$ cat config.mk
export PLATFORM = sky130hd
export DESIGN_NAME = sdram_page_ctrl
export DESIGN_NICKNAME = d
export VERILOG_FILES = /design/src/rtl/sdram_page_pkg.sv /design/src/rtl/sdram_cfg_reg.sv /design/src/rtl/sdram_bank_table.sv /design/src/rtl/sdram_rd_window.sv /design/src/rtl/sdram_ref_timer.sv /design/src/rtl/sdram_page_ctrl.sv
export SDC_FILE = /design/constraint.sdc
export NUM_CORES = 1
export LEC_CHECK = 0
export ABC_AREA = 1
export BUFFER_PORTS_ARGS = -buffer_cell sky130_fd_sc_hd__buf_2
export CAP_MARGIN = 20
export CORE_MARGIN = 2
export CORE_UTILIZATION = 35
export DETAILED_ROUTE_END_ITERATION = 8
export GPL_TIMING_DRIVEN = 0
export SETUP_SLACK_MARGIN = 0.15
export SYNTH_ARGS = -nofsm -noshare
export SYNTH_HDL_FRONTEND = slang
export SYNTH_SLANG_ARGS = --single-unit
$ cat constraint.sdc
create_clock -name clk -period 2.4 [get_ports clk]
set_input_delay 0.12 -clock clk [delete_from_list [all_inputs] [get_ports clk]]
set_output_delay 0.12 -clock clk [all_outputs]
set_load 0.02 [all_outputs]
$ cat src/rtl/sdram_page_pkg.sv
package sdram_page_pkg;

    typedef enum logic [3:0] {
        CMD_MODE  = 4'b0000,
        CMD_REFR  = 4'b0001,
        CMD_PRE   = 4'b0010,
        CMD_ACT   = 4'b0011,
        CMD_WRITE = 4'b0100,
        CMD_READ  = 4'b0101,
        CMD_NOP   = 4'b0111
    } sd_cmd_e;

    typedef enum logic [3:0] {
        ST_WAIT_CFG,
        ST_MODE_SET,
        ST_IDLE,
        ST_PRECH,
        ST_PRECH_WAIT,
        ST_ACTIV,
        ST_ACTIV_WAIT,
        ST_ACCESS,
        ST_BURST,
        ST_REFR,
        ST_REFR_WAIT
    } ctl_state_e;

    typedef enum logic [1:0] {
        GOAL_MISS,
        GOAL_REFRESH,
        GOAL_CLOSE
    } pre_goal_e;

    typedef struct packed {
        logic [2:0] cas_lat;
        logic       wide;
        logic       page_hold;
    } sd_cfg_t;

endpackage

$ cat src/rtl/sdram_cfg_reg.sv
module sdram_cfg_reg
    import sdram_page_pkg::*;
(
    input  logic       clk,
    input  logic       rst_n,
    input  logic       wr_en,
    input  logic [2:0] cas_in,
    input  logic       wide_in,
    input  logic       hold_in,
    output sd_cfg_t    cfg_q,
    output logic       done_q
);

    always_ff @(posedge clk or negedge rst_n) begin
        if (!rst_n) begin
            cfg_q  <= '0;
            done_q <= 1'b0;
        end else if (wr_en && !done_q) begin
            cfg_q.cas_lat   <= cas_in;
            cfg_q.wide      <= wide_in;
            cfg_q.page_hold <= hold_in;
            done_q          <= 1'b1;
        end
    end

    AST_CFG_FROZEN: assert property (@(posedge clk) disable iff (!rst_n)
        done_q |=> ($stable(cfg_q) && done_q));

endmodule

$ cat src/rtl/sdram_bank_table.sv
module sdram_bank_table #(
    parameter int BANKS = 4,
    parameter int ROW_W = 13,
    parameter int BA_W  = 2
) (
    input  logic             clk,
    input  logic             rst_n,
    input  logic             act_en,
    input  logic [BA_W-1:0]  act_bank,
    input  logic [ROW_W-1:0] act_row,
    input  logic             pre_en,
    input  logic             pre_all,
    input  logic [BA_W-1:0]  pre_bank,
    input  logic [BA_W-1:0]  look_bank,
    input  logic [ROW_W-1:0] look_row,
    output logic             look_open,
    output logic             look_hit,
    output logic             any_open
);

    logic [BANKS-1:0] open_q;
    logic [ROW_W-1:0] row_q [BANKS];

    always_ff @(posedge clk or negedge rst_n) begin
        if (!rst_n) begin
            open_q <= '0;
            for (int b = 0; b < BANKS; b++) row_q[b] <= '0;
        end else begin
            for (int b = 0; b < BANKS; b++) begin
                if (act_en && act_bank == BA_W'(b)) begin
                    open_q[b] <= 1'b1;
                    row_q[b]  <= act_row;
                end else if (pre_en && (pre_all || pre_bank == BA_W'(b))) begin
                    open_q[b] <= 1'b0;
                end
            end
        end
    end

    always_comb begin
        look_open = open_q[look_bank];
        look_hit  = open_q[look_bank] && (row_q[look_bank] == look_row);
        any_open  = |open_q;
    end

    AST_ACT_TO_CLOSED: assert property (@(posedge clk) disable iff (!rst_n)
        act_en |-> !open_q[act_bank]);

    AST_PRE_NOT_WITH_ACT: assert property (@(posedge clk) disable iff (!rst_n)
        pre_en |=> !act_en);

endmodule

$ cat src/rtl/sdram_rd_window.sv
module sdram_rd_window #(
    parameter int LAT_MAX = 4
) (
    input  logic       clk,
    input  logic       rst_n,
    input  logic       issue,
    input  logic [2:0] cas_lat,
    input  logic [3:0] beats,
    output logic       rd_valid
);

    localparam int IDX_W = $clog2(LAT_MAX);

    logic [LAT_MAX-1:0] lat_sh;
    logic [3:0]         left_q;
    logic [IDX_W-1:0]   tap;
    logic               start;

    assign tap   = IDX_W'(cas_lat - 3'd1);
    assign start = lat_sh[tap];

    always_ff @(posedge clk or negedge rst_n) begin
        if (!rst_n) begin
            lat_sh <= '0;
            left_q <= '0;
        end else begin
            lat_sh <= {lat_sh[LAT_MAX-2:0], issue};
            if (start)
                left_q <= beats - 4'd1;
            else if (left_q != 4'd0)
                left_q <= left_q - 4'd1;
        end
    end

    assign rd_valid = start || (left_q != 4'd0);

    AST_RDV_CONTINUES: assert property (@(posedge clk) disable iff (!rst_n)
        start |=> rd_valid);

endmodule

$ cat src/rtl/sdram_ref_timer.sv
module sdram_ref_timer #(
    parameter int INTERVAL = 780
) (
    input  logic clk,
    input  logic rst_n,
    input  logic run,
    input  logic clear,
    output logic pending
);

    localparam int CW = $clog2(INTERVAL + 1);

    logic [CW-1:0] cnt_q;

    always_ff @(posedge clk or negedge rst_n) begin
        if (!rst_n)
            cnt_q <= '0;
        else if (clear)
            cnt_q <= '0;
        else if (run && cnt_q != CW'(INTERVAL))
            cnt_q <= cnt_q + 1'b1;
    end

    assign pending = (cnt_q == CW'(INTERVAL));

    AST_PEND_HOLDS: assert property (@(posedge clk) disable iff (!rst_n)
        (pending && !clear) |=> pending);

endmodule

$ cat src/rtl/sdram_page_ctrl.sv
module sdram_page_ctrl
    import sdram_page_pkg::*;
#(
    parameter int BANKS        = 4,
    parameter int ROW_W        = 13,
    parameter int COL_W        = 9,
    parameter int T_RCD        = 2,
    parameter int T_RP         = 3,
    parameter int T_RFC        = 6,
    parameter int REF_INTERVAL = 780,
    parameter int LAT_MAX      = 4
) (
    input  logic                     clk,
    input  logic                     rst_n,
    input  logic                     cfg_we,
    input  logic [2:0]               cfg_cas_lat,
    input  logic                     cfg_wide,
    input  logic                     cfg_page_hold,
    input  logic                     req_valid,
    output logic                     req_ready,
    input  logic                     req_write,
    input  logic [$clog2(BANKS)-1:0] req_bank,
    input  logic [ROW_W-1:0]         req_row,
    input  logic [COL_W-1:0]         req_col,
    output logic                     sd_cs_n,
    output logic                     sd_ras_n,
    output logic                     sd_cas_n,
    output logic                     sd_we_n,
    output logic [$clog2(BANKS)-1:0] sd_ba,
    output logic [ROW_W-1:0]         sd_addr,
    output logic                     sd_dqm,
    output logic                     rd_valid,
    output logic                     wr_beat
);

    localparam int BA_W   = $clog2(BANKS);
    localparam int ADDR_W = ROW_W;
    localparam int WCNT_W = 8;
    localparam int A10    = 10;

    sd_cfg_t    cfg_q;
    logic       cfg_done;
    ctl_state_e state, state_nxt;
    pre_goal_e  goal_q, goal_nxt;
    logic       all_q, all_nxt;
    logic [WCNT_W-1:0] wcnt, wcnt_nxt;

    logic             lat_write;
    logic [BA_W-1:0]  lat_bank;
    logic [ROW_W-1:0] lat_row;
    logic [COL_W-1:0] lat_col;

    logic [BA_W-1:0]  look_bank;
    logic [ROW_W-1:0] look_row;
    logic             look_open, look_hit, any_open;
    logic             ref_pending, accept;
    logic [WCNT_W-1:0] beats_w;
    logic [3:0]       beats4;
    sd_cmd_e          cmd;
    logic [ADDR_W-1:0] addr_c;
    logic [BA_W-1:0]  ba_c;

    sdram_cfg_reg u_cfg (
        .clk     (clk),
        .rst_n   (rst_n),
        .wr_en   (cfg_we),
        .cas_in  (cfg_cas_lat),
        .wide_in (cfg_wide),
        .hold_in (cfg_page_hold),
        .cfg_q   (cfg_q),
        .done_q  (cfg_done)
    );

    assign look_bank = (state == ST_IDLE) ? req_bank : lat_bank;
    assign look_row  = (state == ST_IDLE) ? req_row  : lat_row;

    sdram_bank_table #(.BANKS(BANKS), .ROW_W(ROW_W), .BA_W(BA_W)) u_banks (
        .clk       (clk),
        .rst_n     (rst_n),
        .act_en    (state == ST_ACTIV),
        .act_bank  (lat_bank),
        .act_row   (lat_row),
        .pre_en    (state == ST_PRECH),
        .pre_all   (all_q),
        .pre_bank  (lat_bank),
        .look_bank (look_bank),
        .look_row  (look_row),
        .look_open (look_open),
        .look_hit  (look_hit),
        .any_open  (any_open)
    );

    sdram_ref_timer #(.INTERVAL(REF_INTERVAL)) u_ref (
        .clk     (clk),
        .rst_n   (rst_n),
        .run     (state != ST_WAIT_CFG),
        .clear   (state == ST_MODE_SET || state == ST_REFR),
        .pending (ref_pending)
    );

    assign beats4 = cfg_q.wide ? 4'd4 : 4'd8;
    assign beats_w = WCNT_W'(beats4);

    sdram_rd_window #(.LAT_MAX(LAT_MAX)) u_rdwin (
        .clk      (clk),
        .rst_n    (rst_n),
        .issue    (state == ST_ACCESS && !lat_write),
        .cas_lat  (cfg_q.cas_lat),
        .beats    (beats4),
        .rd_valid (rd_valid)
    );

    assign req_ready = (state == ST_IDLE) && !ref_pending;
    assign accept    = req_valid && req_ready;

    // next-state selection
    always_comb begin
        state_nxt = state;
        goal_nxt  = goal_q;
        all_nxt   = all_q;
        wcnt_nxt  = (wcnt != '0) ? wcnt - 1'b1 : wcnt;
        unique case (state)
            ST_WAIT_CFG: begin
                if (cfg_done) state_nxt = ST_MODE_SET;
            end
            ST_MODE_SET: state_nxt = ST_IDLE;
            ST_IDLE: begin
                if (ref_pending) begin
                    if (any_open) begin
                        state_nxt = ST_PRECH;
                        goal_nxt  = GOAL_REFRESH;
                        all_nxt   = 1'b1;
                    end else begin
                        state_nxt = ST_REFR;
                    end
                end else if (req_valid) begin
                    if (look_hit) begin
                        state_nxt = ST_ACCESS;
                    end else if (look_open) begin
                        state_nxt = ST_PRECH;
                        goal_nxt  = GOAL_MISS;
                        all_nxt   = 1'b0;
                    end else begin
                        state_nxt = ST_ACTIV;
                    end
                end else if (any_open && !cfg_q.page_hold) begin
                    state_nxt = ST_PRECH;
                    goal_nxt  = GOAL_CLOSE;
                    all_nxt   = 1'b1;
                end
            end
            ST_PRECH: begin
                state_nxt = ST_PRECH_WAIT;
                wcnt_nxt  = WCNT_W'(T_RP - 2);
            end
            ST_PRECH_WAIT: begin
                if (wcnt == '0) begin
                    unique case (goal_q)
                        GOAL_MISS:    state_nxt = ST_ACTIV;
                        GOAL_REFRESH: state_nxt = ST_REFR;
                        default:      state_nxt = ST_IDLE;
                    endcase
                end
            end
            ST_ACTIV: begin
                state_nxt = ST_ACTIV_WAIT;
                wcnt_nxt  = WCNT_W'(T_RCD - 2);
            end
            ST_ACTIV_WAIT: begin
                if (wcnt == '0) state_nxt = ST_ACCESS;
            end
            ST_ACCESS: begin
                state_nxt = ST_BURST;
                wcnt_nxt  = lat_write ? (beats_w - WCNT_W'(2))
                                      : (beats_w - WCNT_W'(2) + WCNT_W'(cfg_q.cas_lat));
            end
            ST_BURST: begin
                if (wcnt == '0) state_nxt = ST_IDLE;
            end
            ST_REFR: begin
                state_nxt = ST_REFR_WAIT;
                wcnt_nxt  = WCNT_W'(T_RFC - 2);
            end
            ST_REFR_WAIT: begin
                if (wcnt == '0) state_nxt = ST_IDLE;
            end
            default: state_nxt = ST_WAIT_CFG;
        endcase
    end

    // state register
    always_ff @(posedge clk or negedge rst_n) begin
        if (!rst_n) begin
            state     <= ST_WAIT_CFG;
            goal_q    <= GOAL_CLOSE;
            all_q     <= 1'b0;
            wcnt      <= '0;
            lat_write <= 1'b0;
            lat_bank  <= '0;
            lat_row   <= '0;
            lat_col   <= '0;
        end else begin
            state  <= state_nxt;
            goal_q <= goal_nxt;
            all_q  <= all_nxt;
            wcnt   <= wcnt_nxt;
            if (accept) begin
                lat_write <= req_write;
                lat_bank  <= req_bank;
                lat_row   <= req_row;
                lat_col   <= req_col;
            end
        end
    end

    // command outputs
    always_comb begin
        cmd    = CMD_NOP;
        addr_c = '0;
        ba_c   = '0;
        unique case (state)
            ST_MODE_SET: begin
                cmd         = CMD_MODE;
                addr_c[2:0] = cfg_q.wide ? 3'b010 : 3'b011;
                addr_c[3]   = 1'b0;
                addr_c[6:4] = cfg_q.cas_lat;
            end
            ST_PRECH: begin
                cmd         = CMD_PRE;
                addr_c[A10] = all_q;
                ba_c        = all_q ? '0 : lat_bank;
            end
            ST_ACTIV: begin
                cmd    = CMD_ACT;
                addr_c = lat_row;
                ba_c   = lat_bank;
            end
            ST_ACCESS: begin
                cmd                = lat_write ? CMD_WRITE : CMD_READ;
                addr_c[COL_W-1:0]  = lat_col;
                ba_c               = lat_bank;
            end
            ST_REFR: cmd = CMD_REFR;
            default: cmd = CMD_NOP;
        endcase
    end

    assign {sd_cs_n, sd_ras_n, sd_cas_n, sd_we_n} = cmd;
    assign sd_addr = addr_c;
    assign sd_ba   = ba_c;
    assign wr_beat = lat_write && (state == ST_ACCESS || state == ST_BURST);
    assign sd_dqm  = !(wr_beat || rd_valid);

    // checker state: cycles since the last precharge
    logic [7:0] since_pre;
    always_ff @(posedge clk or negedge rst_n) begin
        if (!rst_n)
            since_pre <= 8'hFF;
        else if (state == ST_PRECH)
            since_pre <= 8'd1;
        else if (since_pre != 8'hFF)
            since_pre <= since_pre + 8'd1;
    end

    AST_REF_ALL_PRECHARGED: assert property (@(posedge clk) disable iff (!rst_n)
        (cmd == CMD_REFR) |-> !any_open);

    AST_ACCEPT_ISSUES: assert property (@(posedge clk) disable iff (!rst_n)
        accept |=> (cmd == CMD_PRE || cmd == CMD_ACT || cmd == CMD_READ || cmd == CMD_WRITE));

    AST_TRP_MIN: assert property (@(posedge clk) disable iff (!rst_n)
        (cmd == CMD_ACT) |-> (since_pre >= 8'(T_RP)));

    AST_QUIET_BEFORE_CFG: assert property (@(posedge clk) disable iff (!rst_n)
        !cfg_done |-> (cmd == CMD_NOP && !req_ready));

endmodule

Yosys cells after proc, flatten, opt, wreduce, memory -nomap -nowiden --
Cells that the tools add are included.
Operators by class: add/subtract/negate cells 7, magnitude comparators 3, equal/unequal tests 25, mux-type cells 59, bitwise operators 1, reduce and logical (&&, ||, !) cells 49
Operators with widths (number):
- 4-bit two-way mux | 11
- 4-bit case mux with 10 select lines | 1
- 13-bit two-way mux | 3
- 8-bit case mux with 4 select lines | 1
- 13-bit binary-select mux with 2-bit select | 1
- 7-bit case mux with 3 select lines | 1
- 10-bit two-way mux | 2
- 1-bit two-way mux | 19
- 2-bit two-way mux | 9
- 4-bit by 3-bit == test with 1-bit output (second input constant) | 4
- 1-bit logical AND | 16
- 8-bit two-way mux | 2
- 3-bit case mux with 5 select lines | 1
- 13-bit == test | 1
- 4-bit == test (second input constant) | 3
- 2-bit nonzero test | 6
- 10-bit by 1-bit adder with 10-bit output (second input constant) | 1
- 10-bit == test (second input constant) | 1
- 10-bit != test (second input constant) | 1
- 5-bit AND reduction | 2
- 4-bit by 2-bit == test with 1-bit output (second input constant) | 2
- 8-bit logical NOT | 1
- 1-bit logical OR | 8
- 2-bit case mux with 2 select lines | 2
- 29 further kinds | 45
Word-level totals: register bits 120, input bits 34, output and inout port bits 23, word-level logic and storage cells 167

Depth between registers and ports, before layout --
Gate-level depths: netlist of run 1.
word-level depth 12, gate-level depth with buffers 20, depth with buffers taken out 19

By module --
From an unflattened synthesis of run 1, not the netlist that was laid out.
Unflattened totals: cells, all modules 910, area, all modules 6675.2 um^2
By module, submodules not included:
- sdram_bank_table | instances 1, cells each 375, area each 2876.5 um^2, seq. area each 1401.3 um^2
- sdram_page_ctrl | instances 1, cells each 370, area each 2486.1 um^2, seq. area each 1002.2 um^2
- sdram_ref_timer | instances 1, cells each 92, area each 663.1 um^2, seq. area each 250.2 um^2
- sdram_rd_window | instances 1, cells each 49, area each 422.9 um^2, seq. area each 200.2 um^2
- sdram_cfg_reg | instances 1, cells each 24, area each 226.5 um^2, seq. area each 150.1 um^2

Worst setup path before layout of run 1 --
No wires, ideal clock.
path type register -> register, start point register state[0], end point register all_q, setup time 0.117 ns, data arrival time 1.857 ns, data required time 2.283 ns, slack 0.427 ns, cell stages (with the launch flop) 14, path buffers 1, clock period less this slack 1.973 ns, path through dfrtp_1 -> nor2_4 -> nand2_2 -> inv_1 -> nand2_1 -> nand2_2 -> buf_4 -> o21ai_0 -> o22ai_2 -> o211ai_1 -> nor2_2 -> nand2_2 -> nand2_1 -> nand2_1
On the way: cells in the longest elaborated chain, start to end 10, elaborated cells on any way between the ends 14, classes of those cells 4 x eq/ne; 7 x mux; 1 x bitwise; 2 x reduce/logical
RTL lines:
- start: declaration | RTL line sdram_page_ctrl.sv:43 | ctl_state_e state, state_nxt;
- start signal: assignment | RTL line sdram_page_ctrl.sv:203 | state <= state_nxt;
- 4-bit by 2-bit == test with 1-bit output (*) | RTL line sdram_page_ctrl.sv:74, sdram_page_ctrl.sv:75, sdram_page_ctrl.sv:122
- 2-bit two-way mux | RTL line sdram_page_ctrl.sv:74 | assign look_bank = (state == ST_IDLE) ? req_bank : lat_bank;
- 2-bit NOT with 3-bit output (not written as such) | RTL line sdram_bank_table.sv:42 | look_hit = open_q[look_bank] && (row_q[look_bank] == look_row);
- 13-bit binary-select mux with 2-bit select | RTL line sdram_bank_table.sv:42
- 13-bit two-way mux (not written as such) (2 in a row) | RTL line sdram_bank_table.sv:42
- 13-bit == test | RTL line sdram_bank_table.sv:42
- 1-bit logical AND | RTL line sdram_bank_table.sv:42
- 3-bit by 2-bit != test with 1-bit output (no source line)
- 5-bit AND reduction (no source line) (*)
- end signal: assignment | RTL line sdram_page_ctrl.sv:205 | all_q <= all_nxt;
- end: declaration | RTL line sdram_page_ctrl.sv:45 | logic all_q, all_nxt;
Mark *: on every way between the ends. The rest lies on a longest branch, timed or not. The select of a mux whose other input is x is not followed. A chain may end at the register's enable or synchronous reset.

Worst setup path after layout of run 1 --
start point register state[1], end point register state[2]
On the way: cells in the longest elaborated chain, start to end 12, elaborated cells on any way between the ends 33, classes of those cells 16 x eq/ne; 12 x mux; 1 x bitwise; 4 x reduce/logical
RTL lines:
- 4-bit by 2-bit == test with 1-bit output | RTL line sdram_page_ctrl.sv:74, sdram_page_ctrl.sv:75, sdram_page_ctrl.sv:122
- 2-bit two-way mux | RTL line sdram_page_ctrl.sv:74
- 2-bit NOT with 3-bit output (not written as such) | RTL line sdram_bank_table.sv:42
- 13-bit binary-select mux with 2-bit select | RTL line sdram_bank_table.sv:42
- 13-bit two-way mux (not written as such) (2 in a row) | RTL line sdram_bank_table.sv:42
- 13-bit == test | RTL line sdram_bank_table.sv:42
- 1-bit logical AND | RTL line sdram_bank_table.sv:42
- 3-bit two-way mux | RTL line sdram_page_ctrl.sv:137 | if (look_hit) begin
- 4-bit two-way mux | RTL line sdram_page_ctrl.sv:136 | end else if (req_valid) begin
- 4-bit two-way mux | RTL line sdram_page_ctrl.sv:128 | if (ref_pending) begin
- 4-bit case mux with 10 select lines | RTL line sdram_page_ctrl.sv:122 | unique case (state)
Parallel ways exist; a longest one is shown, timed or not. The select of a mux whose other input is x is not followed.

==> results of run 1 <==
[cell type report]
type                    count  area, sq um
plain buffers              28        240.2
clock buffers              23        478.0
clock inverters             9        145.1
fillers                  1745         9201
inverters                 103        391.6
multi-input cells         612         3105
flip-flops and latches    120         3008
well taps                 229        286.5
repair buffers            136         1107
[critical path: stages, from the launching register on]
cell and delay (ns):
dfrtp_1 0.39, inv_2 0.09, nor2_4 0.05, buf_6 0.12
buf_6 0.11, nand3_4 0.11, nand2_4 0.07, buf_8 0.14
buf_8 0.13, buf_6 0.11, nand2_2 0.04, nand3_1 0.07
nand3_1 0.07, nand2_1 0.06, nor2_2 0.11, nand2_2 0.10
nor2_4 0.14, nand2_1 0.07, nand2_1 0.06, nand2_1 0.05
nand2_1 0.08, nand2_1 0.05, nand2_1 0.06
[cell families (layout without fill, tap and decap cells)]
kind of cell             count (synthesis)  in the layout  synth area share
other                                    1              1         0.0005851
multiplexers                             2              2          0.003514
buffers and inverters                  131            299           0.08785
AO/OA/AOI/OAI                          145            145            0.1238
XOR/XNOR                                 4              4          0.005468
AND/OR/NAND/NOR                        454            454            0.2971
adder cells (fa/ha/maj)                  6              6           0.01289
flip-flops                             120            120            0.4688
[metrics by stage]
stage,std cells,area (sq um),power (W)
after floorplan,863,6409,0.007222
after detailed placement,1148,7004,0.008741
final,1260,8762,0.01309
after global placement,1147,6970,0.008674
after CTS,1246,8487,0.01256
after global routing,1260,8762,0.01408
[power by group through the flow]
stage / logic [W] / registers, W / clock network [W]
floorplan: 0.00395 / 0.00328 / 0
global placement: 0.00529 / 0.00338 / 0
detailed placement: 0.00535 / 0.00339 / 0
CTS: 0.00644 / 0.00338 / 0.00275
global route: 0.00773 / 0.00351 / 0.00283
finish: 0.00696 / 0.00341 / 0.00271
[sequential cells by signal, summed over array words and instances, names as in the netlist]
register,flops
u_banks.row_q,52
u_cfg.done_q,1
lat_row,13
all_q,1
lat_write,1
u_banks.open_q,4
u_rdwin.left_q,4
wcnt,8
lat_col,9
u_cfg.cfg_q,5
u_rdwin.lat_sh,4
u_ref.cnt_q,10
state,4
lat_bank,2
goal_q,2
[path summary, 6_finish.rpt]
| kind | slack, ns | start | depth (start not counted) | end |
|---|---|---|---|---|
| max | 0.04 | state[1]$_DFFE_PN0P_ | 22 | state[2]$_DFFE_PN0P_ |
| min | 0.01 | req_bank[1] | 3 | lat_bank[1]$_DFFE_PN0P_ |
| max reg2reg | 0.04 | state[1]$_DFFE_PN0P_ | 22 | state[2]$_DFFE_PN0P_ |
| min reg2reg | 0.37 | u_rdwin.lat_sh[2]$_DFF_PN0_ | 0 | u_rdwin.lat_sh[3]$_DFF_PN0_ |
| max in group asynchronous | 1.52 | rst_n | 3 | u_banks.row_q[49]$_DFFE_PN0P_ |
| min in group asynchronous | 0.12 | rst_n | 2 | wcnt[6]$_DFFE_PN0P_ |
[timing repair]
| item | 4_1_cts | 5_1_grt |
|---|---|---|
| gates cloned | 3 | 0 |
| setup buffers | 34 | 14 |
| setup endpoints to repair | 93 | 100 |
| hold buffers | 29 | 0 |
| hold endpoints to repair | 148 | 0 |
| resized for setup | 72 | 61 |
| pin swaps | 11 | 24 |
[placed cells by master (no fill, tap or decap), types with 5 or more instances in the layout]
cell type      count
nand2_1          272
nand2_4            9
inv_2              8
clkinv_2           5
o21ai_0           97
o21ai_1            6
nand3_2            8
a21oi_1           20
buf_4             47
ha_1               5
clkbuf_2           9
buf_2             52
nor2_1            47
dfrtp_1          116
buf_6             14
nor3_1             8
nand2_2           10
nor2_4            10
clkbuf_16         17
nor2_2             8
inv_1             92
dlygate4sd3_1     29
nand3_1           67
buf_8              6
[per-layer routing]
metal  wire length (um)  track usage
met5                  0            0
met4                428      0.06911
met3               1026      0.03200
met2               9658       0.3462
met1               9144       0.2891
==> results.ini, run 1 <==
[outcome]
status = finished, final reports clean

[timing]
whs_ns = 0.01015
rsz0062_at_grt = yes
max_freq_mhz = 424.3
hold_viol = 0
worst_slack_ns = 0.04324
drv_slew = 0
fin_skew_ns = 0.007810
relSlewSlack = 0.6279
fin_crit_sh = 0.9820
worstMarginPinSlew_ns = 0.5560
final.min_clock_period_ns = 2.357
setup_violations = 0
tns_ns = 0

[global_routing]
grt_overflow = 0
grt_max_degree = 97
antenna_found_initial = 0
grt_pass1_wl_um = 32500
grt_pass1_vias = 6076
grt.total_usage = 0.2116

[pwr]
clkPwrFrac = 0.207
swShare = 0.4272
powerDensity_nw_per_um2 = 1494
p_leak_nw = 4.360
combPwrFrac = 0.532
seqPwrFrac = 0.261
ir_drop_v = 0.0007232
p_int_w = 0.007498
netSwitchingPower_w = 0.005592

[logic_synthesis]
synthesis.area_sq_um = 6409
ys_types = 44
synth_top_area_cell = dfrtp_1
yosysTopAreaCellShare = 0.4647
ys_seq_elements = 120
ys_async_sr_fraction = 1.000
synth.most_common_cell = nand2_1
synthFlopType = dfrtp_1
ys_warn_count = 0
synth_edf_count = 0
synthTopCellsByArea = dfrtp_1 (46%), nand2_1 (17%), o21ai_0 (8.0%), nand3_1 (5.9%), inv_1 (5.9%)
seq_area_frac_synth = 0.4688
avgSynthCellArea_sq_um = 7.426
synth_cells = 863
synth_commonest_cells = nand2_1 (284), dfrtp_1 (119), o21ai_0 (102), inv_1 (101), nand3_1 (76)
synth_nets = 903

[place]
placement.io_buffers = 55
hpwl_um = 12890
gp_congestion = 0.8602
place_ws_ns = -0.2753

[setup_path]
cp_max_fo = 5
critPathRequiredTime_ns = 2.76
start_kind = flop
worstSetupPathType = reg -> reg
worstSetupEndpointType = flop
cp.arrival_ns = 2.71

[layout]
finish.net_count = 1058
final_util = 0.4878
drive_gt1_frac = 0.2299
antenna_cells = 0
area_growth_pct = 36.72

[clock_tree]
h-tree-depth = 4
cts_root_buffer = clkbuf_16
cts.sinks = 120
cts_tree = yes
cts_buffer_depth = 2
clk_latency_ns = 0.42
clk_pin_slew_worst_paths_ns = 0.06
cts_inserted_buffers = 17

[routing]
num_vias = 6252
wl_um = 20260
drt_iter0_drc = 492
first_pass_iters = 5
final_antenna_net_count = 0
remaining_drc_errors = 0
via_per_inst = 4.962
wl_per_cell_um = 16.08

[min_path]
hold_path.class = in -> reg

[die]
io_pins = 57
dieArea_sq_um = 19410
start_util = 0.3568
core_area_sq_um = 17960
num_rows = 49
die_h_um = 139.3
fp.dieW_um = 139.3

[job]
max_cap_viol_count = 0

Power figures use the tool's default switching activity.
==> run 2, diff against run 1 <==
--- a/config.mk
+++ b/config.mk
@@ -5,7 +5,8 @@
 export SDC_FILE = /design/constraint.sdc
 export NUM_CORES = 1
 export LEC_CHECK = 0
-export ABC_AREA = 1
+export ABC_AREA = 0
+export ABC_CLOCK_PERIOD_IN_PS = 2400
 export BUFFER_PORTS_ARGS = -buffer_cell sky130_fd_sc_hd__buf_2
 export CAP_MARGIN = 20
 export CORE_MARGIN = 2
==> results.ini, run 2 <==
[outcome]
status = finished, violations left
violations = negative setup slack

[timing]
fin_crit_sh = 1.178
rsz0062_at_grt = yes
fin_skew_ns = 0.01043
max_freq_mhz = 353.6
setup_violations = 5
relSlewSlack = 0.5247
whs_ns = 0.02609
worst_slack_ns = -0.4279
final.min_clock_period_ns = 2.828
hold_viol = 0
tns_ns = -1.948
worstMarginPinSlew_ns = 0.7103
drv_slew = 0

[die]
start_util = 0.3546
die_h_um = 138.7
fp.dieW_um = 138.7
dieArea_sq_um = 19230
num_rows = 49
core_area_sq_um = 17900
io_pins = 57

[logic_synthesis]
ys_async_sr_fraction = 1.000
synth_edf_count = 0
ys_seq_elements = 120
ys_warn_count = 0
synth_commonest_cells = dfrtp_1 (119), mux2_2 (83), nor2_1 (45), nand2_1 (43), mux2i_1 (42)
avgSynthCellArea_sq_um = 11.18
synth.most_common_cell = dfrtp_1
ys_types = 65
synthesis.area_sq_um = 6349
seq_area_frac_synth = 0.4732
synthTopCellsByArea = dfrtp_1 (47%), mux2_2 (15%), mux2i_1 (6.6%), nor2_1 (2.7%), nand2_1 (2.5%)
yosysTopAreaCellShare = 0.4691
synth_nets = 608
synth_cells = 568
synth_top_area_cell = dfrtp_1
synthFlopType = dfrtp_1

[place]
place_area_sq_um = 6990
hpwl_um = 11550
gp_congestion = 0.8566
placement.io_buffers = 55
place_inst = 853

[layout]
top_regs = u_banks.row_q (52), lat_row (13), u_ref.cnt_q (10)
drive_gt1_frac = 0.3570
area_growth_pct = 33.31
final_cell_mix = dfrtp_1 (119), mux2_2 (71), buf_2 (54)
antenna_cells = 0
final_util = 0.4727
regMostFlops = u_banks.row_q
stdcell_area_sq_um = 8463
finish.net_count = 746
instances_no_fill = 946
final_common_cell = dfrtp_1
largest_reg_flops = 52

[routing]
wl_um = 16900
remaining_drc_errors = 0
wl_per_cell_um = 17.86
drt_iter0_drc = 331
first_pass_iters = 5
num_vias = 4977
final_antenna_net_count = 0
via_per_inst = 5.261

[setup_path]
slowest_delay_ns = 0.41
slowest_stage = a222oi_1
worstSetupPathType = reg -> reg
critPathRequiredTime_ns = 2.73
crit_path_start = state[0]$_DFFE_PN0P_
cp.arrival_ns = 3.16
worstSetupEndpointType = flop
cp_max_fo = 7
reg2reg_from = state[0]$_DFFE_PN0P_
path_common_cell = buf_6
crit_chain = buf_6 -> nor4b_4 -> buf_6 -> mux2_4 -> buf_6 -> mux2_2 -> a222oi_1 -> a22o_1 -> nand4_4 -> o211ai_1
start_kind = flop

[global_routing]
grt_pass1_wl_um = 26890
busiest_layer = met2
use_met2 = 0.2962
grt_use_met3 = 0.04834
antenna_found_initial = 0
grt_max_degree = 79
grt_pass1_vias = 5099
grt.total_usage = 0.1782
grt_overflow = 0
use_met1 = 0.2254

[pwr]
p_leak_nw = 4.015
ir_drop_v = 0.0006511
seqPwrFrac = 0.297
combPwrFrac = 0.499
clkPwrFrac = 0.203
swShare = 0.3876
netSwitchingPower_w = 0.004651
powerDensity_nw_per_um2 = 1418
p_int_w = 0.007349

[clock_tree]
cts_root_buffer = clkbuf_16
cts_inserted_buffers = 17
clk_latency_ns = 0.42
cts_tree = yes
cts.sinks = 120
clk_pin_slew_worst_paths_ns = 0.05
h-tree-depth = 4
cts_buffer_depth = 2

[min_path]
hold_path_startpoint = req_valid
hold_path.class = in -> reg

[job]
max_cap_viol_count = 0

[run 2: logic make-up (layout without fill, tap and decap cells)]
family | after synthesis | count (layout) | share of synthesized area
fa+ha+maj | 6 | 6 | 0.01301
simple gates | 166 | 166 | 0.1342
buf+inv | 44 | 193 | 0.03370
flops | 120 | 120 | 0.4732
compound gates | 72 | 72 | 0.07962
xor+xnor | 31 | 31 | 0.04277
mux | 128 | 128 | 0.2229
other cells | 1 | 1 | 0.0005907
[run 2: layout make-up]
type / count / area [sq um]
timing repair buffer: 119 / 930.9
fill: 1651 / 9439
buffer: 28 / 250.2
tap: 229 / 286.5
clock inverter: 9 / 101.3
inverter: 16 / 60.06
sequential: 120 / 3004
clock buffer: 21 / 460.4
multi-input combinational: 404 / 3369
[run 2: critical path, delay by kind of cell (launching register included)]
kind | cells | cell delay (ns)
DFF | 1 | 0.37
AOI/OAI and AO/OA | 3 | 0.88
buffers and inverters | 3 | 0.46
muxes | 2 | 0.61
and+or+nand+nor | 2 | 0.42
[run 2: repair_timing]
action,in CTS,in global routing
endpoints found under the setup margin,102,49
buffers inserted,21,11
gates resized for setup,64,29
pin swaps,13,15
hold buffers,30,0
endpoints found under the hold margin,71,0
gates cloned,0,1
[run 2: metal layers]
metal	up-vias	share of wire
met5	-	0
met4	0	0.021
met3	29	0.049
met2	143	0.49
met1	2486	0.44
li1	2319	-
[run 2: per-stage QoR]
stage | worst slack, ns | total power (W)
after global routing | -0.5345 | 0.01276
final | -0.4279 | 0.01200
after global placement | -0.6979 | 0.008426
after floorplan | -0.1422 | 0.007215
after detailed placement | -0.7423 | 0.008591
after CTS | -0.4382 | 0.01173
[run 2: power by group through the flow]
stage	clock network (W)	logic, W	registers (W)
floorplan	0	0.00390	0.00332
global route	0.00257	0.00650	0.00369
CTS	0.00249	0.00569	0.00355
finish	0.00244	0.00599	0.00357
global placement	0	0.00493	0.00350
detailed placement	0	0.00503	0.00357
[run 2: path summary, 6_finish.rpt]
kind                                            endpoint  slack (ns)  depth (start not counted)
max                                goal_q[0]$_DFFE_PN0P_       -0.43                         10
min                                goal_q[1]$_DFFE_PN1P_        0.03                          2
max reg2reg                        goal_q[0]$_DFFE_PN0P_       -0.43                         10
min reg2reg                  u_rdwin.lat_sh[3]$_DFF_PN0_        0.37                          0
max in group asynchronous  u_banks.row_q[23]$_DFFE_PN0P_        1.47                          3
min in group asynchronous            wcnt[5]$_DFFE_PN0P_        0.19                          2
==> run 3, diff against run 2 <==
--- a/config.mk
+++ b/config.mk
@@ -9,8 +9,9 @@
 export ABC_CLOCK_PERIOD_IN_PS = 2400
 export BUFFER_PORTS_ARGS = -buffer_cell sky130_fd_sc_hd__buf_2
 export CAP_MARGIN = 20
-export CORE_MARGIN = 2
+export CORE_MARGIN = 4
 export CORE_UTILIZATION = 35
+export CTS_BUF_LIST = sky130_fd_sc_hd__clkbuf_4
 export DETAILED_ROUTE_END_ITERATION = 8
 export GPL_TIMING_DRIVEN = 0
 export SETUP_SLACK_MARGIN = 0.15
==> results.ini, run 3 (synthesis results as in run 2) <==
[outcome]
status = finished, violations left
violations = negative setup slack

[timing]
whs_ns = 0.03961
setup_violations = 6
worstMarginPinSlew_ns = 0.7031
final.min_clock_period_ns = 2.856
max_freq_mhz = 350.1
rsz0062_at_grt = yes
relSlewSlack = 0.5296
drv_slew = 0
hold_viol = 0
fin_skew_ns = 0.01757
tns_ns = -2.113
worst_slack_ns = -0.4563
fin_crit_sh = 1.190

[layout]
area_growth_pct = 32.50
largest_reg_flops = 52
instances_no_fill = 949
regMostFlops = u_banks.row_q
final_common_cell = dfrtp_1
final_cell_mix = dfrtp_1 (118), mux2_2 (82), buf_2 (53)
finish.net_count = 751
top_regs = u_banks.row_q (52), lat_row (13), u_ref.cnt_q (10)
stdcell_area_sq_um = 8412
drive_gt1_frac = 0.3873

[clock_tree]
cts_inserted_buffers = 17
clk_pin_slew_worst_paths_ns = 0.11
cts_tree = yes
cts_root_buffer = clkbuf_4
h-tree-depth = 4
cts_buffer_depth = 2
clk_latency_ns = 0.55
cts.sinks = 120

[die]
start_util = 0.3620
num_rows = 48
die_h_um = 142.7
fp.dieW_um = 142.7
dieArea_sq_um = 20360
io_pins = 57
core_area_sq_um = 17540

[global_routing]
grt_overflow = 0
busiest_layer = met2
use_met1 = 0.2252
antenna_found_initial = 1
grt_pass1_wl_um = 27230
grt.total_usage = 0.1725
grt_use_met3 = 0.05191
use_met2 = 0.2772
grt_max_degree = 82
grt_pass1_vias = 5124

[routing]
via_per_inst = 5.261
wl_um = 17090
drt_iter0_drc = 278
wl_per_cell_um = 18.01
first_pass_iters = 5
final_antenna_net_count = 0
num_vias = 4993
remaining_drc_errors = 0

[setup_path]
worstSetupEndpointType = flop
cp.arrival_ns = 3.31
critPathRequiredTime_ns = 2.85
cp_max_fo = 8
reg2reg_from = state[0]$_DFFE_PN0P_
crit_buf_inv = 3
crit_chain = buf_6 -> nor4b_4 -> buf_6 -> mux2_4 -> buf_12 -> mux2i_2 -> xor2_1 -> or4_4 -> o21ai_4 -> nand4_4 -> o211ai_1
path_common_cell = buf_6
reg2regPathDepth = 11
worstSetupPathType = reg -> reg
worstReg2RegEnd = goal_q[0]$_DFFE_PN0P_
critPathTopFamily = simple AND/OR/NAND/NOR gates
start_kind = flop
reg2reg_slack_ns = -0.46
slowest_delay_ns = 0.51
slowest_stage = or4_4

[place]
place_area_sq_um = 6985
gp_congestion = 0.8610
placement.io_buffers = 55
place_ws_ns = -0.8070
place_inst = 849
hpwl_um = 11640

[pwr]
ir_drop_v = 0.0007384
seqPwrFrac = 0.307
p_int_w = 0.006867
combPwrFrac = 0.556
swShare = 0.4088
p_leak_nw = 3.914
clkPwrFrac = 0.137
powerDensity_nw_per_um2 = 1381
netSwitchingPower_w = 0.004748

[job]
max_cap_viol_count = 0

[min_path]
hold_path.class = in -> async

[run 3: worst max-delay path by stage]
stage,from,to,slack [ns],depth (start not counted)
after floorplan,state[0]$_DFFE_PN0P_,state[1]$_DFFE_PN0P_,-0.14,8
after global placement,state[2]$_DFFE_PN0P_,u_banks.row_q[7]$_DFFE_PN0P_,-0.75,5
after detailed placement,state[2]$_DFFE_PN0P_,u_banks.row_q[11]$_DFFE_PN0P_,-0.81,5
after CTS,state[0]$_DFFE_PN0P_,goal_q[0]$_DFFE_PN0P_,-0.42,12
after global routing,state[0]$_DFFE_PN0P_,goal_q[0]$_DFFE_PN0P_,-0.56,11
final,state[0]$_DFFE_PN0P_,goal_q[0]$_DFFE_PN0P_,-0.46,11
[run 3: power groups by stage]
| stage | combinational, W | clock (W) | sequential [W] |
|---|---|---|---|
| final | 0.00646 | 0.00159 | 0.00357 |
| after global routing | 0.00696 | 0.00173 | 0.00367 |
| after CTS | 0.00601 | 0.00163 | 0.00354 |
| after detailed placement | 0.00506 | 0 | 0.00356 |
| after global placement | 0.00494 | 0 | 0.00349 |
| after floorplan | 0.00390 | 0 | 0.00332 |
[run 3: layer usage]
metal / vias up / share of wire
met2: 144 / 0.48
met1: 2492 / 0.45
met5: - / 0
met4: 0 / 0.018
met3: 21 / 0.052
li1: 2336 / -
[run 3: final cells by class]
cell class              count  area, sq um
fillers                  1604         9125
multi-input cells         404         3476
flip-flops and latches    120         3005
repair buffers            125        999.7
plain buffers              27        286.5
well taps                 225        281.5
clock inverters            12        157.7
clock buffers              19        142.6
inverters                  16        60.06
diodes                      1        2.502
[run 3: what timing repair did]
item / 4_1_cts / 5_1_grt
gates resized for setup: 82 / 36
endpoints found under the hold margin: 153 / 0
pin swaps: 19 / 19
setup endpoints to repair: 111 / 57
hold buffers: 33 / 0
setup buffers: 26 / 9
cloned: 1 / 0
[run 3: worst register-to-register path, delay by kind of cell (launching register included)]
family                 cells  cell delay [ns]
flip-flops                 1             0.39
XOR/XNOR                   1             0.14
AO/OA/AOI/OAI              2             0.31
multiplexers               2             0.54
buffers and inverters      3             0.46
AND/OR/NAND/NOR            3             0.92
[run 3: metrics by stage]
step	total power, W	util
2_1_floorplan	0.007215	-
3_3_place_gp	0.008431	0.3964
3_5_place_dp	0.008621	0.3983
4_1_cts	0.01117	0.4670
5_1_grt	0.01236	0.4797
6_report	0.01161	0.4797
